File: src/rtl/ecl_pkg.sv
package ecl_pkg;

   // Fixed associativity of the shared cache.
   localparam int unsigned ECL_WAYS_DEFAULT = 16;

   // Kind of access presented by the tag pipeline.
   typedef enum logic {
      ACC_MISS = 1'b0,
      ACC_HIT  = 1'b1
   } acc_kind_e;

   // Onehot of a way index, width-generic through a fixed upper bound.
   function automatic logic [63:0] way_bit(input int unsigned idx);
      logic [63:0] v;
      v = '0;
      v[idx[5:0]] = 1'b1;
      return v;
   endfunction

endpackage

File: src/rtl/ecl_rank_find.sv
module ecl_rank_find #(
   parameter int unsigned WAYS = 16,
   localparam int unsigned RW  = $clog2(WAYS)
) (
   input  logic [WAYS-1:0][RW-1:0] ranks,
   input  logic [RW-1:0]           target,
   output logic [RW-1:0]           way,
   output logic                    found
);

   always_comb begin
      way   = '0;
      found = 1'b0;
      for (int w = 0; w < int'(WAYS); w++) begin
         if (ranks[w] == target) begin
            way   = RW'(w);
            found = 1'b1;
         end
      end
   end

endmodule

File: src/rtl/ecl_rank_next.sv
module ecl_rank_next #(
   parameter int unsigned WAYS = 16,
   localparam int unsigned RW  = $clog2(WAYS)
) (
   input  logic [WAYS-1:0][RW-1:0] ranks_in,
   input  logic [RW-1:0]           sel_way,
   output logic [WAYS-1:0][RW-1:0] ranks_out,
   output logic [WAYS-1:0]         mru_vec
);

   logic [RW-1:0] sel_rank;

   assign sel_rank = ranks_in[sel_way];

   // One compare-and-increment slice per way.
   for (genvar w = 0; w < int'(WAYS); w++) begin : g_way
      always_comb begin
         if (RW'(w) == sel_way) begin
            ranks_out[w] = '0;
         end else if (ranks_in[w] < sel_rank) begin
            ranks_out[w] = ranks_in[w] + RW'(1);
         end else begin
            ranks_out[w] = ranks_in[w];
         end
      end
      assign mru_vec[w] = (ranks_out[w] == '0);
   end

endmodule

File: src/rtl/ecl_inv_port.sv
module ecl_inv_port #(
   parameter int unsigned SW = 3,
   parameter int unsigned WW = 4
) (
   input  logic          clk,
   input  logic          rst_n,
   input  logic          load,
   input  logic [SW-1:0] load_set,
   input  logic [WW-1:0] load_way,
   input  logic          inv_ready,
   output logic          inv_valid,
   output logic [SW-1:0] inv_set,
   output logic [WW-1:0] inv_way
);

   always_ff @(posedge clk) begin
      if (!rst_n) begin
         inv_valid <= 1'b0;
         inv_set   <= '0;
         inv_way   <= '0;
      end else if (load) begin
         inv_valid <= 1'b1;
         inv_set   <= load_set;
         inv_way   <= load_way;
      end else if (inv_valid && inv_ready) begin
         inv_valid <= 1'b0;
      end
   end

   // a stalled request keeps its payload until taken.
   a_r9_inv_hold: assert property (@(posedge clk) disable iff (!rst_n)
      (inv_valid && !inv_ready) |=> (inv_valid && $stable(inv_set) && $stable(inv_way)));

   // no new request may overwrite a pending one.
   a_r9_no_overwrite: assert property (@(posedge clk) disable iff (!rst_n)
      (inv_valid && !inv_ready) |-> !load);

endmodule

File: src/rtl/ecl_lru_ctrl.sv
module ecl_lru_ctrl #(
   parameter int unsigned NUM_WAYS   = ecl_pkg::ECL_WAYS_DEFAULT,
   parameter int unsigned NUM_SETS   = 8,
   parameter bit          STALL_HITS = 1'b0,
   localparam int unsigned WW        = $clog2(NUM_WAYS),
   localparam int unsigned SW        = (NUM_SETS > 1) ? $clog2(NUM_SETS) : 1
) (
   input  logic          clk,
   input  logic          rst_n,
   input  logic          acc_valid,
   output logic          acc_ready,
   input  logic          acc_hit,
   input  logic [SW-1:0] acc_set,
   input  logic [WW-1:0] acc_way,
   output logic [WW-1:0] victim_way,
   output logic          victim_early,
   output logic          hit_early,
   output logic          inv_valid,
   input  logic          inv_ready,
   output logic [SW-1:0] inv_set,
   output logic [WW-1:0] inv_way
);

   localparam logic [WW-1:0] RANK_LRU  = WW'(NUM_WAYS - 1);
   localparam logic [WW-1:0] RANK_CAND = WW'(NUM_WAYS - 2);

   // Elaboration-time parameter checks.
   if (NUM_WAYS < 3) begin : g_chk_ways_min
      $error("ecl_lru_ctrl: NUM_WAYS must be at least 3");
   end
   if ((1 << WW) != NUM_WAYS) begin : g_chk_ways_pow2
      $error("ecl_lru_ctrl: NUM_WAYS must be a power of two");
   end
   if (NUM_WAYS > 64) begin : g_chk_ways_max
      $error("ecl_lru_ctrl: NUM_WAYS above 64 not supported");
   end
   if (NUM_SETS < 1) begin : g_chk_sets
      $error("ecl_lru_ctrl: NUM_SETS must be at least 1");
   end

   // Per-set state.
   logic [NUM_WAYS-1:0][WW-1:0] rank_q [NUM_SETS];
   logic [NUM_WAYS-1:0]         eci_q  [NUM_SETS];

   logic [NUM_WAYS-1:0][WW-1:0] cur_ranks;
   logic [NUM_WAYS-1:0]         cur_flags;
   logic [NUM_WAYS-1:0][WW-1:0] nxt_ranks;
   logic [NUM_WAYS-1:0]         nxt_flags;
   logic [NUM_WAYS-1:0]         mru_vec;
   logic [WW-1:0]               cand_way;
   logic [WW-1:0]               sel_way;
   logic                        victim_found;
   logic                        cand_found;
   logic                        acc_fire;
   logic                        miss_fire;
   logic [NUM_WAYS-1:0]         victim_oh;
   logic [NUM_WAYS-1:0]         cand_oh;
   logic [NUM_WAYS-1:0]         hit_oh;

   assign cur_ranks = rank_q[acc_set];
   assign cur_flags = eci_q[acc_set];

   // Locate least recent way and its neighbour one rank above.
   ecl_rank_find #(.WAYS(NUM_WAYS)) u_find_victim (
      .ranks  (cur_ranks),
      .target (RANK_LRU),
      .way    (victim_way),
      .found  (victim_found)
   );

   ecl_rank_find #(.WAYS(NUM_WAYS)) u_find_cand (
      .ranks  (cur_ranks),
      .target (RANK_CAND),
      .way    (cand_way),
      .found  (cand_found)
   );

   // Hit promotes the hit way, miss promotes the filled victim.
   assign sel_way = acc_hit ? acc_way : victim_way;

   ecl_rank_next #(.WAYS(NUM_WAYS)) u_next (
      .ranks_in  (cur_ranks),
      .sel_way   (sel_way),
      .ranks_out (nxt_ranks),
      .mru_vec   (mru_vec)
   );

   assign victim_oh = NUM_WAYS'(ecl_pkg::way_bit(int'(victim_way)));
   assign cand_oh   = NUM_WAYS'(ecl_pkg::way_bit(int'(cand_way)));
   assign hit_oh    = NUM_WAYS'(ecl_pkg::way_bit(int'(acc_way)));

   always_comb begin
      if (acc_hit) begin
         nxt_flags = cur_flags & ~hit_oh;
      end else begin
         nxt_flags = (cur_flags & ~victim_oh) | cand_oh;
      end
   end

   assign hit_early    = acc_valid && acc_hit && cur_flags[acc_way];
   assign victim_early = acc_valid && !acc_hit && cur_flags[victim_way];

   // Access acceptance: misses wait for the invalidate port,
   // hits optionally wait too.
   if (STALL_HITS) begin : g_stall_all
      assign acc_ready = !inv_valid;
   end else begin : g_stall_miss
      assign acc_ready = acc_hit || !inv_valid;
   end

   assign acc_fire  = acc_valid && acc_ready;
   assign miss_fire = acc_fire && (acc_hit == ecl_pkg::ACC_MISS);

   // State registers, one slice per set.
   for (genvar s = 0; s < int'(NUM_SETS); s++) begin : g_set
      always_ff @(posedge clk) begin
         if (!rst_n) begin
            for (int w = 0; w < int'(NUM_WAYS); w++) begin
               rank_q[s][w] <= WW'(w);
            end
            eci_q[s] <= '0;
         end else if (acc_fire && (acc_set == SW'(s))) begin
            rank_q[s] <= nxt_ranks;
            eci_q[s]  <= nxt_flags;
         end
      end
   end

   ecl_inv_port #(.SW(SW), .WW(WW)) u_inv (
      .clk       (clk),
      .rst_n     (rst_n),
      .load      (miss_fire),
      .load_set  (acc_set),
      .load_way  (cand_way),
      .inv_ready (inv_ready),
      .inv_valid (inv_valid),
      .inv_set   (inv_set),
      .inv_way   (inv_way)
   );

   // every set always owns exactly one least recent way and one neighbour.
   a_r2_victim_found: assert property (@(posedge clk) disable iff (!rst_n)
      acc_valid |-> (victim_found && cand_found && (victim_way != cand_way)));

   // after any update exactly one way sits at rank 0.
   a_r3_single_mru: assert property (@(posedge clk) disable iff (!rst_n)
      acc_valid |-> ($countones(mru_vec) == 1));

   // a miss produces an invalidate for the pre-fill neighbour way.
   a_r4_inv_follows_miss: assert property (@(posedge clk) disable iff (!rst_n)
      miss_fire |=> (inv_valid && (inv_set == $past(acc_set)) && (inv_way == $past(cand_way))));

   // a flagged line can only sit at the least recent rank.
   a_r8_flag_only_lru: assert property (@(posedge clk) disable iff (!rst_n)
      acc_valid |-> ((cur_flags & ~victim_oh) == '0));

   // misses never pass a pending invalidate.
   a_r9_miss_blocked: assert property (@(posedge clk) disable iff (!rst_n)
      inv_valid |-> !miss_fire);

endmodule

File: config.mk
export PLATFORM = sky130hd
export DESIGN_NAME = ecl_lru_ctrl
export DESIGN_NICKNAME = d
export VERILOG_FILES = /design/src/rtl/ecl_pkg.sv /design/src/rtl/ecl_rank_find.sv /design/src/rtl/ecl_rank_next.sv /design/src/rtl/ecl_inv_port.sv /design/src/rtl/ecl_lru_ctrl.sv
export SDC_FILE = /design/constraint.sdc
export NUM_CORES = 1
export LEC_CHECK = 0
export BUFFER_PORTS_ARGS = -buffer_cell sky130_fd_sc_hd__clkbuf_2
export CELL_PAD_IN_SITES_DETAIL_PLACEMENT = 1
export CELL_PAD_IN_SITES_GLOBAL_PLACEMENT = 1
export CORE_MARGIN = 2
export CORE_UTILIZATION = 57
export CTS_CLUSTER_DIAMETER = 150
export DETAILED_ROUTE_END_ITERATION = 8
export MAX_ROUTING_LAYER = met4
export PLACE_DENSITY = 0.83
export SLEW_MARGIN = 20
export SYNTH_ARGS = -nofsm -noshare
export SYNTH_HDL_FRONTEND = slang
export SYNTH_SLANG_ARGS = --single-unit
File: constraint.sdc
create_clock -name clk -period 19.74 [get_ports clk]
set_input_delay 1.974 -clock clk [delete_from_list [all_inputs] [get_ports clk]]
set_output_delay 1.974 -clock clk [all_outputs]
set_load 0.01 [all_outputs]
==> results.json, run 1 <==
{
  "design_area_um2": 36270,
  "setup_viol": 0,
  "postSynthAreaPerCell_um2": 11.94,
  "synth_flop_cell": "edfxtp_1",
  "vias": 25280,
  "grt_max_degree": 69,
  "grt_pass1_vias": 26540,
  "cp.arrival_ns": 12.21,
  "worst_slew_pin_slew_ns": 1.150,
  "min_delay_path_depth": 1,
  "grt_first_pass_wirelength_um": 176200,
  "status": "finished clean",
  "dpl_cell_area_um2": 34120,
  "start_util_pct": 57.59,
  "slowest_delay_ns": 0.81,
  "yosysUniqueCellTypes": 94,
  "gp_congestion": 1.017,
  "leakagePower_nw": 12.19,
  "clkLatencyLatePin_ns": 0.66,
  "cts_hold_buf": 0,
  "critPathBufInv": 5,
  "crit_required_ns": 20.09,
  "critPathCaptureType": "flip-flop",
  "synth_warnings": 0,
  "clk_pin_slew_ns": 0.06,
  "timing.rr.start": "rank_q[3][25]",
  "syn_inst": 2783,
  "yosysSeqAreaShare_pct": 58.33,
  "layout-drive-gt1-share_pct": 14.10,
  "wl_per_cell_um": 33.59,
  "crit_family": "compound AO/OA/AOI/OAI gates",
  "clockBufferDepth": 3,
  "max_cap_violations": 0,
  "grt-ovfl-total": 0,
  "critPathMaxFanout": 63,
  "die_area_um2": 60240,
  "crit_slowest_cell": "buf_4",
  "cts_resized": 0,
  "synth_nets": 2874,
  "clock-sinks": 648,
  "io_pins": 27,
  "synth-edff-count": 640,
  "antenna_found_initial": 4,
  "hold_start": "u_inv.inv_way[0]",
  "root_buffer": "clkbuf_16",
  "drt-initial-drc-count": 3216,
  "die_h_um": 245.4,
  "hpwl_um": 74570,
  "hold_path_class": "reg -> reg",
  "ys_seq_elements": 648,
  "cts-buffers-inserted": 70,
  "core-area_um2": 57700,
  "fin_setup_tns_ns": 0,
  "hold_viol": 0,
  "drt_wl_total_um": 120600,
  "ir_worst_vdd_mv": 0.1282,
  "nets": 2864,
  "syn_area_um2": 33220,
  "async_flop_share_pct": 0,
  "rsz0062_at_grt": "false",
  "area_delta_synth_final_pct": 9.170,
  "skew_ns": 0.03546,
  "ant_nets": 0,
  "via_per_inst": 7.039,
  "r2r-end": "rank_q[5][62]",
  "relSlewSlack_pct": 23.05,
  "postCtsSetupBuffers": 0,
  "r2r_slack_ns": 10.72,
  "period_needed_ns": 11.85,
  "reg2reg_depth": 23,
  "clock.fmax_ghz": 0.08436,
  "rows": 88,
  "htree_levels": 3,
  "power_density_nw_per_um2": 98.61,
  "grt.total_usage_pct": 41.84,
  "fp.dieW_um": 245.4,
  "critical_path.startpoint_type": "input pin",
  "drc": 0,
  "holdPathEnd": "u_inv.inv_way[0]",
  "drtPass1Iterations": 5,
  "port_buffers": 26,
  "cts_tree": "done",
  "crit_type": "in -> reg",
  "finalCritPeriodShare_pct": 60.05,
  "maxSlewViolCount": 0
}
==> flip-flops by register name, summed over array words and instances (netlist names) <==
signal and flops:
u_inv.inv_way 4, u_inv.inv_valid 1, eci_q 128, u_inv.inv_set 3
rank_q 512
==> worst register-to-register path, delay by kind of cell, from the launching register on <==
family	cells	cell delay [ns]
AO/OA/AOI/OAI	10	3.62
adder cells (fa/ha/maj)	2	0.61
multiplexers	2	0.93
flip-flops	1	0.36
buffers and inverters	3	0.78
AND/OR/NAND/NOR	6	2.45
==> cell usage after synthesis, types with 10 or more instances <==
| cell type | number | share of area [%] |
|---|---|---|
| edfxtp_1 | 640 | 58 |
| nand2_1 | 444 | 5.0 |
| nor2_1 | 428 | 4.8 |
| clkbuf_1 | 108 | 1.2 |
| mux4_2 | 106 | 7.2 |
| a21oi_1 | 86 | 1.3 |
| ha_1 | 79 | 3.0 |
| mux2i_1 | 78 | 2.3 |
| inv_1 | 67 | 0.76 |
| nand3_1 | 63 | 0.95 |
| nor3_1 | 63 | 0.95 |
| o21ai_0 | 45 | 0.68 |
| o22ai_1 | 44 | 0.83 |
| mux2_2 | 42 | 1.4 |
| or3_1 | 34 | 0.64 |
| nand2b_1 | 26 | 0.49 |
| o211ai_1 | 26 | 0.59 |
| a211oi_1 | 19 | 0.43 |
| and3_1 | 19 | 0.36 |
| buf_2 | 19 | 0.29 |
| nor2b_1 | 19 | 0.36 |
| buf_1 | 18 | 0.20 |
| nand4_1 | 17 | 0.32 |
| xnor2_1 | 15 | 0.40 |
| nor4_1 | 14 | 0.26 |
| o21ai_1 | 14 | 0.21 |
| o31ai_1 | 14 | 0.32 |
| a22oi_1 | 13 | 0.29 |
| a31oi_1 | 13 | 0.24 |
| a211o_1 | 12 | 0.32 |
| or2_2 | 11 | 0.21 |
| mux2_1 | 10 | 0.34 |
| o32ai_1 | 10 | 0.26 |
==> layout by cell type (no fill, tap or decap), drive strengths merged, types with 19 or more instances in the layout <==
cell type  instances
nand3             67
o211ai            28
a211oi            22
mux4             106
o22ai             44
nand2            445
clkinv            33
o21ai             60
nor2             428
edfxtp           640
clkbuf           107
mux2i             79
or3               34
nor2b             19
nor3              65
a21oi             87
and3              19
inv               72
mux2              52
ha                79
buf               61
nand2b            26
==> kinds of logic (layout without fill, tap and decap cells) <==
group | Yosys count | after routing | synth area share (%)
xor gates and xnor gates | 20 | 20 | 0.5272
other | 0 | 3 | 0
DFF | 648 | 648 | 58.33
muxes | 237 | 237 | 11.37
adders and majority gates | 79 | 79 | 2.975
and+or+nand+nor | 1173 | 1173 | 15.23
buffers and inverters | 239 | 279 | 3.246
AOI/OAI and AO/OA | 387 | 387 | 8.330
==> stage by stage <==
| stage | std cells | hold WS, ns | util (%) | setup WS [ns] | total power, mW |
|---|---|---|---|---|---|
| floorplan | 2783 | 0.5385 | - | 8.938 | 2.070 |
| global placement | 3465 | 0.4830 | 59.13 | 7.913 | 2.268 |
| detailed placement | 3465 | 0.4943 | 59.13 | 7.699 | 2.308 |
| CTS | 3587 | 0.5090 | 62.83 | 8.283 | 3.551 |
| global route | 3591 | 0.5278 | 62.87 | 7.533 | 3.661 |
| finish | 3591 | 0.5032 | 62.87 | 7.886 | 3.577 |
==> power by group <==
part / switching [mW] / internal, mW
clock: 0.570 / 0.690
combinational: 0.541 / 0.198
sequential: 0.0155 / 1.56
==> worst max path at each step <==
stage	startpoint	endpoint	slack [ns]	cells past startpoint
3_3_place_gp	acc_set[0]	rank_q[1][46]	7.91	25
3_5_place_dp	acc_set[0]	rank_q[5][62]	7.70	24
5_1_grt	acc_set[0]	rank_q[2][62]	7.53	24
4_1_cts	acc_set[0]	rank_q[5][62]	8.28	24
2_1_floorplan	acc_set[0]	rank_q[3][62]	8.94	30
6_report	acc_set[0]	rank_q[5][62]	7.89	25
==> area by class of cell <==
| class | count | area [um2] |
|---|---|---|
| multi-input combinational | 1896 | 12920 |
| sequential | 648 | 19380 |
| inverter | 71 | 267.8 |
| timing repair buffer | 86 | 601.8 |
| tap | 765 | 957.2 |
| clock buffer | 82 | 1818 |
| fill | 5677 | 21420 |
| antenna | 3 | 7.507 |
| clock inverter | 40 | 316.6 |
==> routing by layer <==
metal,track usage [%],part of all wire (%)
met1,52.33,37
met4,20.57,5.5
met5,-,0
met3,8.982,10
met2,65.14,47
Note: power is estimated with default switching activity, not from simulation.
==> inputs of run 2 (changes only) <==
CORE_UTILIZATION = 53   (was 57)
PLACE_DENSITY = 0.78   (was 0.83)
clock period = 11.4 ns   (was 19.74 ns; I/O delays follow)
==> results.json, run 2 (same netlist as run 1, synthesis figures left out) <==
{
  "netSwitchingFraction_pct": 30.76,
  "fin_setup_tns_ns": 0,
  "cp.arrival_ns": 9.74,
  "fp.dieW_um": 254.4,
  "hold_path_class": "reg -> reg",
  "grt_max_degree": 91,
  "finalCritPeriodShare_pct": 82.44,
  "critPathCaptureType": "flip-flop",
  "largest_register_ffs": 512,
  "power_mw": 6.244,
  "relSlewSlack_pct": 22.24,
  "wl_per_cell_um": 32.22,
  "multi_input_area_um2": 12920,
  "slowest_delay_ns": 0.81,
  "core-area_um2": 61830,
  "die_area_um2": 64710,
  "ir_worst_vdd_mv": 0.1629,
  "hold_ws_ns": 0.5111,
  "p_comb_share_pct": 20.3,
  "area_delta_synth_final_pct": 9.889,
  "cts_tree": "done",
  "period_needed_ns": 9.398,
  "drtPass1Iterations": 5,
  "power_density_nw_per_um2": 171.0,
  "layout-drive-gt1-share_pct": 14.11,
  "via_per_inst": 6.783,
  "port_buffers": 26,
  "hold_start": "u_inv.inv_way[3]",
  "min_delay_path_depth": 1,
  "crit_path_frequent_cell": "nor2_1",
  "hpwl_um": 74850,
  "drt-initial-drc-count": 2813,
  "ff_latch_area_um2": 19380,
  "rsz0062_at_grt": "false",
  "grt.total_usage_pct": 38.23,
  "grt_pass1_vias": 26030,
  "maxSlewViolCount": 0,
  "ant_nets": 0,
  "setup_viol": 0,
  "antenna_found_initial": 0,
  "skew_ns": 0.03267,
  "rows": 91,
  "nets": 2872,
  "r2r-end": "rank_q[5][38]",
  "crit_family": "compound AO/OA/AOI/OAI gates",
  "final_cell_mix": "640 x edfxtp_1, 444 x nand2_1, 422 x nor2_1",
  "io_pins": 27,
  "drt_wl_total_um": 118100,
  "vias": 24860,
  "clkLatencyLatePin_ns": 0.64,
  "worst_slew_pin_slew_ns": 1.159,
  "grt-ovfl-total": 0,
  "max_cap_violations": 0,
  "start_util_pct": 53.74,
  "timing.rr.start": "rank_q[5][25]",
  "critPathBufInv": 1,
  "drc": 0,
  "clock_power_share_pct": 36.0,
  "largestRegisters": "rank_q: 512 flops, eci_q: 128 flops, u_inv.inv_way: 4 flops",
  "clock-sinks": 648,
  "crit_slowest_cell": "a211oi_2",
  "cts-buffers-inserted": 70,
  "top_register": "rank_q",
  "path_cells": "clkbuf_8 -> nand2b_1 -> o32ai_1 -> a211oi_2 -> nand3_1 -> o221ai_1 -> a211oi_1 -> o21ai_4 -> nor2_1 -> nand2_1 -> nor2_1 -> a2111oi_0 -> nand2_1 -> ha_1 -> a21oi_1 -> nand3_1 -> o31ai_1 -> mux2i_1 -> nor2_1",
  "r2r_slack_ns": 3.30,
  "cts_hold_buf": 0,
  "root_buffer": "clkbuf_16",
  "num_antenna_cells": 0,
  "clockBufferDepth": 3,
  "cts_resized": 0,
  "gp_congestion": 1.009,
  "postCtsSetupBuffers": 0,
  "crit_type": "in -> reg",
  "critPathMaxFanout": 59,
  "critical_path.startpoint_type": "input pin",
  "grt_first_pass_wirelength_um": 173500,
  "p_int_mw": 4.323,
  "die_h_um": 254.4,
  "hold_viol": 0,
  "reg2reg_depth": 22,
  "leakagePower_nw": 12.26,
  "post-route-util_pct": 59.05,
  "fillers": 6179,
  "status": "finished clean",
  "clock.fmax_ghz": 0.1064,
  "final_common_cell": "edfxtp_1",
  "holdPathEnd": "u_inv.inv_way[3]",
  "switchingPower_mw": 1.921,
  "clk_pin_slew_ns": 0.06,
  "crit_required_ns": 11.74,
  "p_seq_share_pct": 43.7,
  "htree_levels": 3
}
## run 2: cell count changes in the layout (fill, tap and decap cells not counted), sizes merged
cell      change
buf           +9
clkinv        -6
clkbuf        +4
bufinv        +3
clkinvlp      -3
diode         -3
inv           -2
## run 2: worst max path at each step
stage | startpoint | end | slack [ns] | cells after the start
final | acc_set[0] | rank_q[5][38] | 2.00 | 19
after detailed placement | acc_set[0] | rank_q[6][62] | 1.75 | 20
after global placement | acc_set[0] | rank_q[0][22] | 2.03 | 22
after floorplan | acc_set[0] | rank_q[3][62] | 1.43 | 30
after CTS | acc_set[0] | rank_q[5][38] | 2.32 | 19
after global routing | acc_set[0] | rank_q[5][38] | 1.45 | 22
## run 2: per-stage QoR
stage               cells  setup WS [ns]  area (um2)
global placement     3546          2.031       34300
global route         3665          1.448       36510
floorplan            2783          1.432       33220
detailed placement   3546          1.747       34300
finish               3665          2.002       36510
CTS                  3665          2.324       36510
## run 2: final cells by class
cell class | instances | area share, %
Sequential cell | 648 | 53.08
Multi-Input combinational cell | 1896 | 35.39
Clock buffer | 87 | 5.089
Tap cell | 837 | 2.868
Timing Repair Buffer | 94 | 1.881
Clock inverter | 32 | 0.9596
Inverter | 71 | 0.7334
## run 2: worst reg2reg max path, cell delays in order (launching register included)
cell and delay [ns]:
edfxtp_1 0.38, mux4_2 0.47, mux2i_1 0.53, inv_1 0.21, ha_1 0.27, a21bo_2 0.20, a211oi_1 0.08, nand2_1 0.13
o221ai_1 0.16, a211oi_1 0.51, o21ai_4 0.34, buf_4 0.30, nand2_1 0.23, or2_2 0.26, nor2_1 0.06, a2111oi_0 0.56
nand2_1 0.79, ha_1 0.48, a21oi_1 0.34, nand3_1 0.16, o31ai_1 0.60, mux2i_1 0.63, nor2_1 0.12
## run 2: power groups by stage
| stage | clock network, mW | registers [mW] | logic [mW] |
|---|---|---|---|
| after floorplan | 0 | 2.79 | 0.790 |
| after global placement | 0 | 2.77 | 1.18 |
| after detailed placement | 0 | 2.78 | 1.22 |
| after CTS | 2.25 | 2.73 | 1.23 |
| after global routing | 2.33 | 2.74 | 1.34 |
| final | 2.25 | 2.73 | 1.27 |
## run 2: metal layers
layer,up-vias,track usage (%),part of all wire [%],wire (um)
met2,1400,60.80,48,56810
met5,-,-,0,0
met3,305,5.256,8.8,10440
met1,12840,49.70,39,46020
met4,0,16.05,4.1,4808
li1,10320,-,-,-
